===== src/rtl/dbg_rst_pkg.sv =====
package dbg_rst_pkg;
  localparam int unsigned SYNC_DEPTH = 2;

  typedef struct packed {
    logic normal;   // synchronised mode select, 1 = normal
    logic por_ok;   // synchronised power-on pin, 0 = asserted
    logic trst_ok;  // synchronised test reset pin, 0 = asserted
  } pin_state_t;
endpackage


===== src/rtl/drc_sync.sv =====
module drc_sync #(
  parameter int unsigned STAGES    = 2,
  parameter bit          ASYNC_CLR = 1'b1
) (
  input  logic clk,
  input  logic din,
  output logic dout
);
  logic [STAGES-1:0] q;

  generate
    if (ASYNC_CLR) begin : g_clr
      // low input clears the chain at once, release ripples through
      always_ff @(posedge clk or negedge din) begin
        if (!din) q <= '0;
        else      q <= {q[STAGES-2:0], 1'b1};
      end
    end else begin : g_plain
      always_ff @(posedge clk) q <= {q[STAGES-2:0], din};
    end
  endgenerate

  assign dout = q[STAGES-1];
endmodule


===== src/rtl/drc_hold.sv =====
module drc_hold
  import dbg_rst_pkg::*;
#(
  parameter int unsigned HOLD_CYC = 16
) (
  input  logic       clk,
  input  pin_state_t pins,
  output logic       hold
);
  localparam int unsigned CW = $clog2(HOLD_CYC + 1);
  localparam logic [CW-1:0] LAST = CW'(HOLD_CYC - 1);

  logic [CW-1:0] cnt;
  logic          por_q, trst_q;
  logic          qualify, cancel;

  assign qualify = !pins.normal && !pins.por_ok && !pins.trst_ok;
  assign cancel  = (por_q && !pins.por_ok) || (trst_q && !pins.trst_ok);

  always_ff @(posedge clk) begin
    por_q  <= pins.por_ok;
    trst_q <= pins.trst_ok;
  end

  always_ff @(posedge clk) begin
    if (!qualify)        cnt <= '0;
    else if (cnt < LAST) cnt <= cnt + 1'b1;
    else                 cnt <= LAST;
  end

  always_ff @(posedge clk) begin
    if (pins.normal || cancel)     hold <= 1'b0;
    else if (qualify && cnt == LAST) hold <= 1'b1;
  end
endmodule


===== src/rtl/drc_outs.sv =====
module drc_outs
  import dbg_rst_pkg::*;
(
  input  logic       clk,
  input  pin_state_t pins,
  input  logic       hold,
  output logic       cpu_rst_n,
  output logic       dbg_rst_n,
  output logic       cpu_run
);
  assign cpu_rst_n = pins.por_ok & ~hold;
  assign dbg_rst_n = pins.trst_ok;

  always_ff @(posedge clk or negedge cpu_rst_n) begin
    if (!cpu_rst_n) cpu_run <= 1'b0;
    else            cpu_run <= 1'b1;
  end
endmodule


===== src/rtl/dbg_rst_ctrl.sv =====
module dbg_rst_ctrl
  import dbg_rst_pkg::*;
#(
  parameter int unsigned HOLD_CYC = 16
) (
  input  logic clk,
  input  logic mode_pin,
  input  logic por_n,
  input  logic trst_n,
  output logic cpu_rst_n,
  output logic dbg_rst_n,
  output logic cpu_run,
  output logic hold_active
);
  logic       mode_sync, por_sync, trst_sync;
  pin_state_t pins;

  drc_sync #(.STAGES(SYNC_DEPTH), .ASYNC_CLR(1'b0)) u_mode (
    .clk(clk), .din(mode_pin), .dout(mode_sync));
  drc_sync #(.STAGES(SYNC_DEPTH), .ASYNC_CLR(1'b1)) u_por (
    .clk(clk), .din(por_n), .dout(por_sync));
  drc_sync #(.STAGES(SYNC_DEPTH), .ASYNC_CLR(1'b1)) u_trst (
    .clk(clk), .din(trst_n), .dout(trst_sync));

  assign pins = '{normal: mode_sync, por_ok: por_sync, trst_ok: trst_sync};

  drc_hold #(.HOLD_CYC(HOLD_CYC)) u_hold (
    .clk(clk), .pins(pins), .hold(hold_active));

  drc_outs u_outs (
    .clk(clk), .pins(pins), .hold(hold_active),
    .cpu_rst_n(cpu_rst_n), .dbg_rst_n(dbg_rst_n), .cpu_run(cpu_run));
endmodule


===== config.mk =====
export PLATFORM = sky130hd
export DESIGN_NAME = dbg_rst_ctrl
export DESIGN_NICKNAME = d
export VERILOG_FILES = /design/src/rtl/dbg_rst_pkg.sv /design/src/rtl/drc_sync.sv /design/src/rtl/drc_hold.sv /design/src/rtl/drc_outs.sv /design/src/rtl/dbg_rst_ctrl.sv
export SDC_FILE = /design/constraint.sdc
export NUM_CORES = 1
export LEC_CHECK = 0
export CORE_AREA = 10 10 47 49
export DETAILED_ROUTE_END_ITERATION = 8
export DIE_AREA = 0 0 57 59
export PLACE_DENSITY = 0.72
export SLEW_MARGIN = 20
export SYNTH_ARGS = -nofsm -noshare
export SYNTH_HDL_FRONTEND = slang
export SYNTH_SLANG_ARGS = --single-unit

===== constraint.sdc =====
create_clock -name clk -period 0.8 [get_ports clk]
set_input_delay 0.12 -clock clk [delete_from_list [all_inputs] [get_ports clk]]
set_output_delay 0.12 -clock clk [all_outputs]
set_load 0.02 [all_outputs]

==> flow_results.org <==
** Floorplanning
- Num ports :: 8
- Die extent in x :: 57 µm
- Die area :: between 0.003 and 0.004 mm²
- In this run the standard cell core region covers between 0.001 and 0.0015 mm².
- The die is 59 µm tall.
- Starting Density :: 0.3438
- Placement row count :: 14

** Synthesis
- Area share of the largest cell type after synthesis :: 0.4156
- Flip-flop and latch count after synthesis :: 15
- Post-synthesis sequential area ratio :: 0.6753
- Post-synthesis cell type with the largest combined area :: sky130_fd_sc_hd__dfxtp_1
- Counting distinct cell types in the post-synthesis netlist gives 19.
- Number of standard cells after synthesis :: 37
- Post-Synthesis Mean Instance Area :: 13.02 µm²
- Sorting the synthesized cells by area gives the leading types as sky130_fd_sc_hd__dfxtp_1 42%, sky130_fd_sc_hd__dfrtp_1 26%, sky130_fd_sc_hd__ha_1 5.2%.
- Cell area after synthesis :: 481.7 µm²
- Yosys printed 0 warnings.

** Worst setup path
- STA puts the critical path data required time at 0.99 ns.
- Worst setup path category :: flop to flop
- STA classifies the critical path endpoint as a flop.
- Data arrival at the endpoint of the critical path :: 1.84 ns
- Highest net fanout along the worst path :: 2
- The worst setup path is launched from a flop.

** Timing
- Between clock sinks in the finished design, the worst skew comes to 0.007656 ns.
- Highest attainable clock frequency :: around 0.61 GHz
- The max-slew violation count was 0.
- Final hold violation count :: 0
- Worst hold-check slack :: 0.2732 ns
- Shortest period the worst path allows :: 1.644 ns
- Setup WS post-layout :: -0.8440 ns
- Total setup violations reported at the end of the flow :: 10
- Share of the cycle needed by the critical path after routing :: 2.055
- Setup repair after global routing could not meet its margin everywhere.

** Hold path
- The path class of the tightest hold or removal check is flop to async pin.

** Detailed routing
- After the first detailed-routing iteration, the DRC count stood at 1.
- Antenna violation net count after detailed routing :: 0
- The first detailed-routing pass took 2 iterations.
- In the routed design, unresolved DRC markers number 0.
- Vias per inst :: 4.524
- Routed wirelength normalized by instance count :: 13.27 µm
- Via total after detailed routing :: 371
- Routed WL :: 1088 µm

** Layout
- Finished Layout Cells :: 82
- Antenna Diode Count :: 0
- Synthesis-to-layout area growth :: 75.06%
- In the final design database the tool counted between 70 and 80 nets.
- Share of layout cells above drive strength 1 :: 0.5455

** Global routing
- Maximum number of pins on one net before global-route repair :: 9
- The initial antenna violation count is 0.
- Gr ovfl total :: 0
- Across every metal layer, demand over resource in global routing totals 0.06957.
- Number of global-route vias before repair :: 422
- Wire length of the first global-routing pass :: 1814 µm

** Status
- Failing checks :: setup timing
- Status :: complete, but fails checks

** Clock network
- In this run the deepest clock path goes through 2 buffers.
- TritonCTS built the clock tree.
- The later pin in the worst-skew pair is clocked with a latency of 0.28 ns.
- H-tree depth :: 1
- Clock tree synthesis found a total of 15 sinks.
- After clock tree synthesis, the clock-pin slew on the worst setup and hold paths is 0.08 ns.
- In this run the clock root is driven by a sky130_fd_sc_hd__clkbuf_4.
- CTS buffer count :: 3

** Power and ir drop
- For this design the ratio of total power to cell area is around 1600 mW/mm².
- The analysis attributes to cell leakage a power of 0.0003350 µW.
- IR analysis of the VDD net gives a maximum drop of about 1300 µV.
- Overall power after layout :: 1330 µW

** Placed design
- Worst setup slack after placement :: -0.8295 ns
- Number of buffers inserted by port buffering :: 7
- The HPWL after detailed placement is 710.4 µm.
- Routability-driven placement finished with a final weighted congestion of 0.8403.
- Cells after DPL :: 74

** Flow run
- Max-cap violations in this run came to 0.
==> report_power, final <==
group	switching (µW)	leakage, µW	total, µW	internal, µW
clock	220	0.0000150	414	194
sequential	13.9	0.000140	791	777
combinational	48.4	0.000180	125	76.9
total	283	0.000335	1330	1050
==> sequential cells by signal, indices dropped and copies added, names as in the netlist <==
name,flops
u_trst.q,2
u_hold.hold,1
u_hold.trst_q,1
u_hold.cnt,5
u_hold.por_q,1
u_outs.cpu_run,1
u_por.q,2
u_mode.q,2
==> final timing paths <==
check | end | slack, ns | cells after the start | start
worst min-delay path | u_outs.cpu_run | 0.27 | 2 | u_hold.hold
max in group asynchronous | u_trst.q[1] | 0.13 | 2 | trst_n
min in group clk | u_mode.q[0] | 0.29 | 1 | mode_pin
worst min register to register | u_outs.cpu_run | 0.27 | 2 | u_hold.hold
worst max register to register | u_hold.hold | -0.84 | 5 | u_hold.cnt[1]
worst max-delay path | u_hold.hold | -0.84 | 5 | u_hold.cnt[1]
==> stage by stage <==
| stage | TNS [ns] | cell area, µm² | utilization |
|---|---|---|---|
| after global placement | -3.865 | 694.4 | 0.4955 |
| after global routing | -4.676 | 843.3 | 0.6018 |
| after detailed placement | -3.961 | 694.4 | 0.4955 |
| after floorplan | -1.851 | 514.2 | - |
| after CTS | -3.654 | 807.0 | 0.5759 |
| final | -4.327 | 843.3 | 0.6018 |
==> Yosys cell counts <==
| cell type | number |
|---|---|
| sky130_fd_sc_hd__ha_1 | 2 |
| sky130_fd_sc_hd__a2111oi_2 | 1 |
| sky130_fd_sc_hd__a21oi_1 | 2 |
| sky130_fd_sc_hd__a41oi_1 | 1 |
| sky130_fd_sc_hd__conb_1 | 1 |
| sky130_fd_sc_hd__or4b_1 | 1 |
| sky130_fd_sc_hd__a311oi_1 | 1 |
| sky130_fd_sc_hd__xnor2_1 | 1 |
| sky130_fd_sc_hd__nand3_1 | 1 |
| sky130_fd_sc_hd__nor2b_1 | 2 |
| sky130_fd_sc_hd__nor2_1 | 1 |
| sky130_fd_sc_hd__or3_1 | 1 |
| sky130_fd_sc_hd__dfxtp_1 | 10 |
| sky130_fd_sc_hd__and3_1 | 1 |
| sky130_fd_sc_hd__a31oi_1 | 1 |
| sky130_fd_sc_hd__dfrtp_1 | 5 |
| sky130_fd_sc_hd__and2b_1 | 1 |
| sky130_fd_sc_hd__inv_1 | 3 |
| sky130_fd_sc_hd__nor3b_1 | 1 |
==> routing by layer <==
| metal | track usage | part of all wire | vias up |
|---|---|---|---|
| met2 | 0.1380 | 0.61 | 5 |
| met5 | 0 | 0 | - |
| met3 | 0.02146 | 0.033 | 2 |
| met1 | 0.05676 | 0.33 | 178 |
| li1 | - | - | 186 |
| met4 | 0.04698 | 0.019 | 0 |
==> area by class of cell <==
class                   count  area (µm²)
inverters                   3       11.26
multi-input cells          21       241.5
repair buffers             23       215.2
fillers                   111       558.0
clock buffers               4       26.28
well taps                  16       20.02
flip-flops and latches     15       329.1
==> critical path: stages (launching register included) <==
cell and delay (ns):
sky130_fd_sc_hd__dfxtp_2 0.37, sky130_fd_sc_hd__ha_4 0.14, sky130_fd_sc_hd__and3_4 0.18, sky130_fd_sc_hd__ha_4 0.11, sky130_fd_sc_hd__or4b_4 0.47, sky130_fd_sc_hd__a2111oi_4 0.28
==> logic make-up after synthesis <==
logic type               Yosys count  synth area share
flip-flops                        15            0.6753
AND/OR/NAND/NOR                    9            0.1221
AO/OA/AOI/OAI                      6            0.1013
buffers and inverters              3           0.02337
adder cells (fa/ha/maj)            2           0.05194
XOR/XNOR                           1           0.01819
other                              1          0.007785
==> placed cells by master, fill, tap and decap left out, types with 2 or more instances in the layout <==
cell and instances:
sky130_fd_sc_hd__dfxtp_2 2, sky130_fd_sc_hd__buf_6 7, sky130_fd_sc_hd__dfxtp_1 8, sky130_fd_sc_hd__a21oi_2 2
sky130_fd_sc_hd__dfrtp_1 4, sky130_fd_sc_hd__clkbuf_4 3, sky130_fd_sc_hd__dlygate4sd3_1 2, sky130_fd_sc_hd__buf_4 10
sky130_fd_sc_hd__inv_1 3, sky130_fd_sc_hd__ha_4 2, sky130_fd_sc_hd__conb_1 3, sky130_fd_sc_hd__clkdlybuf4s50_1 3
==> repair_timing <==
| action | in CTS | in global routing |
|---|---|---|
| hold endpoints to repair | 4 | 0 |
| endpoints found under the setup margin | 10 | 10 |
| hold buffers | 2 | 0 |
| setup buffers | 1 | 1 |
| gates resized for setup | 28 | 6 |
| gates cloned | 0 | 0 |
| pin swaps | 2 | 1 |
No activity file was read; power rests on OpenSTA's default activity.
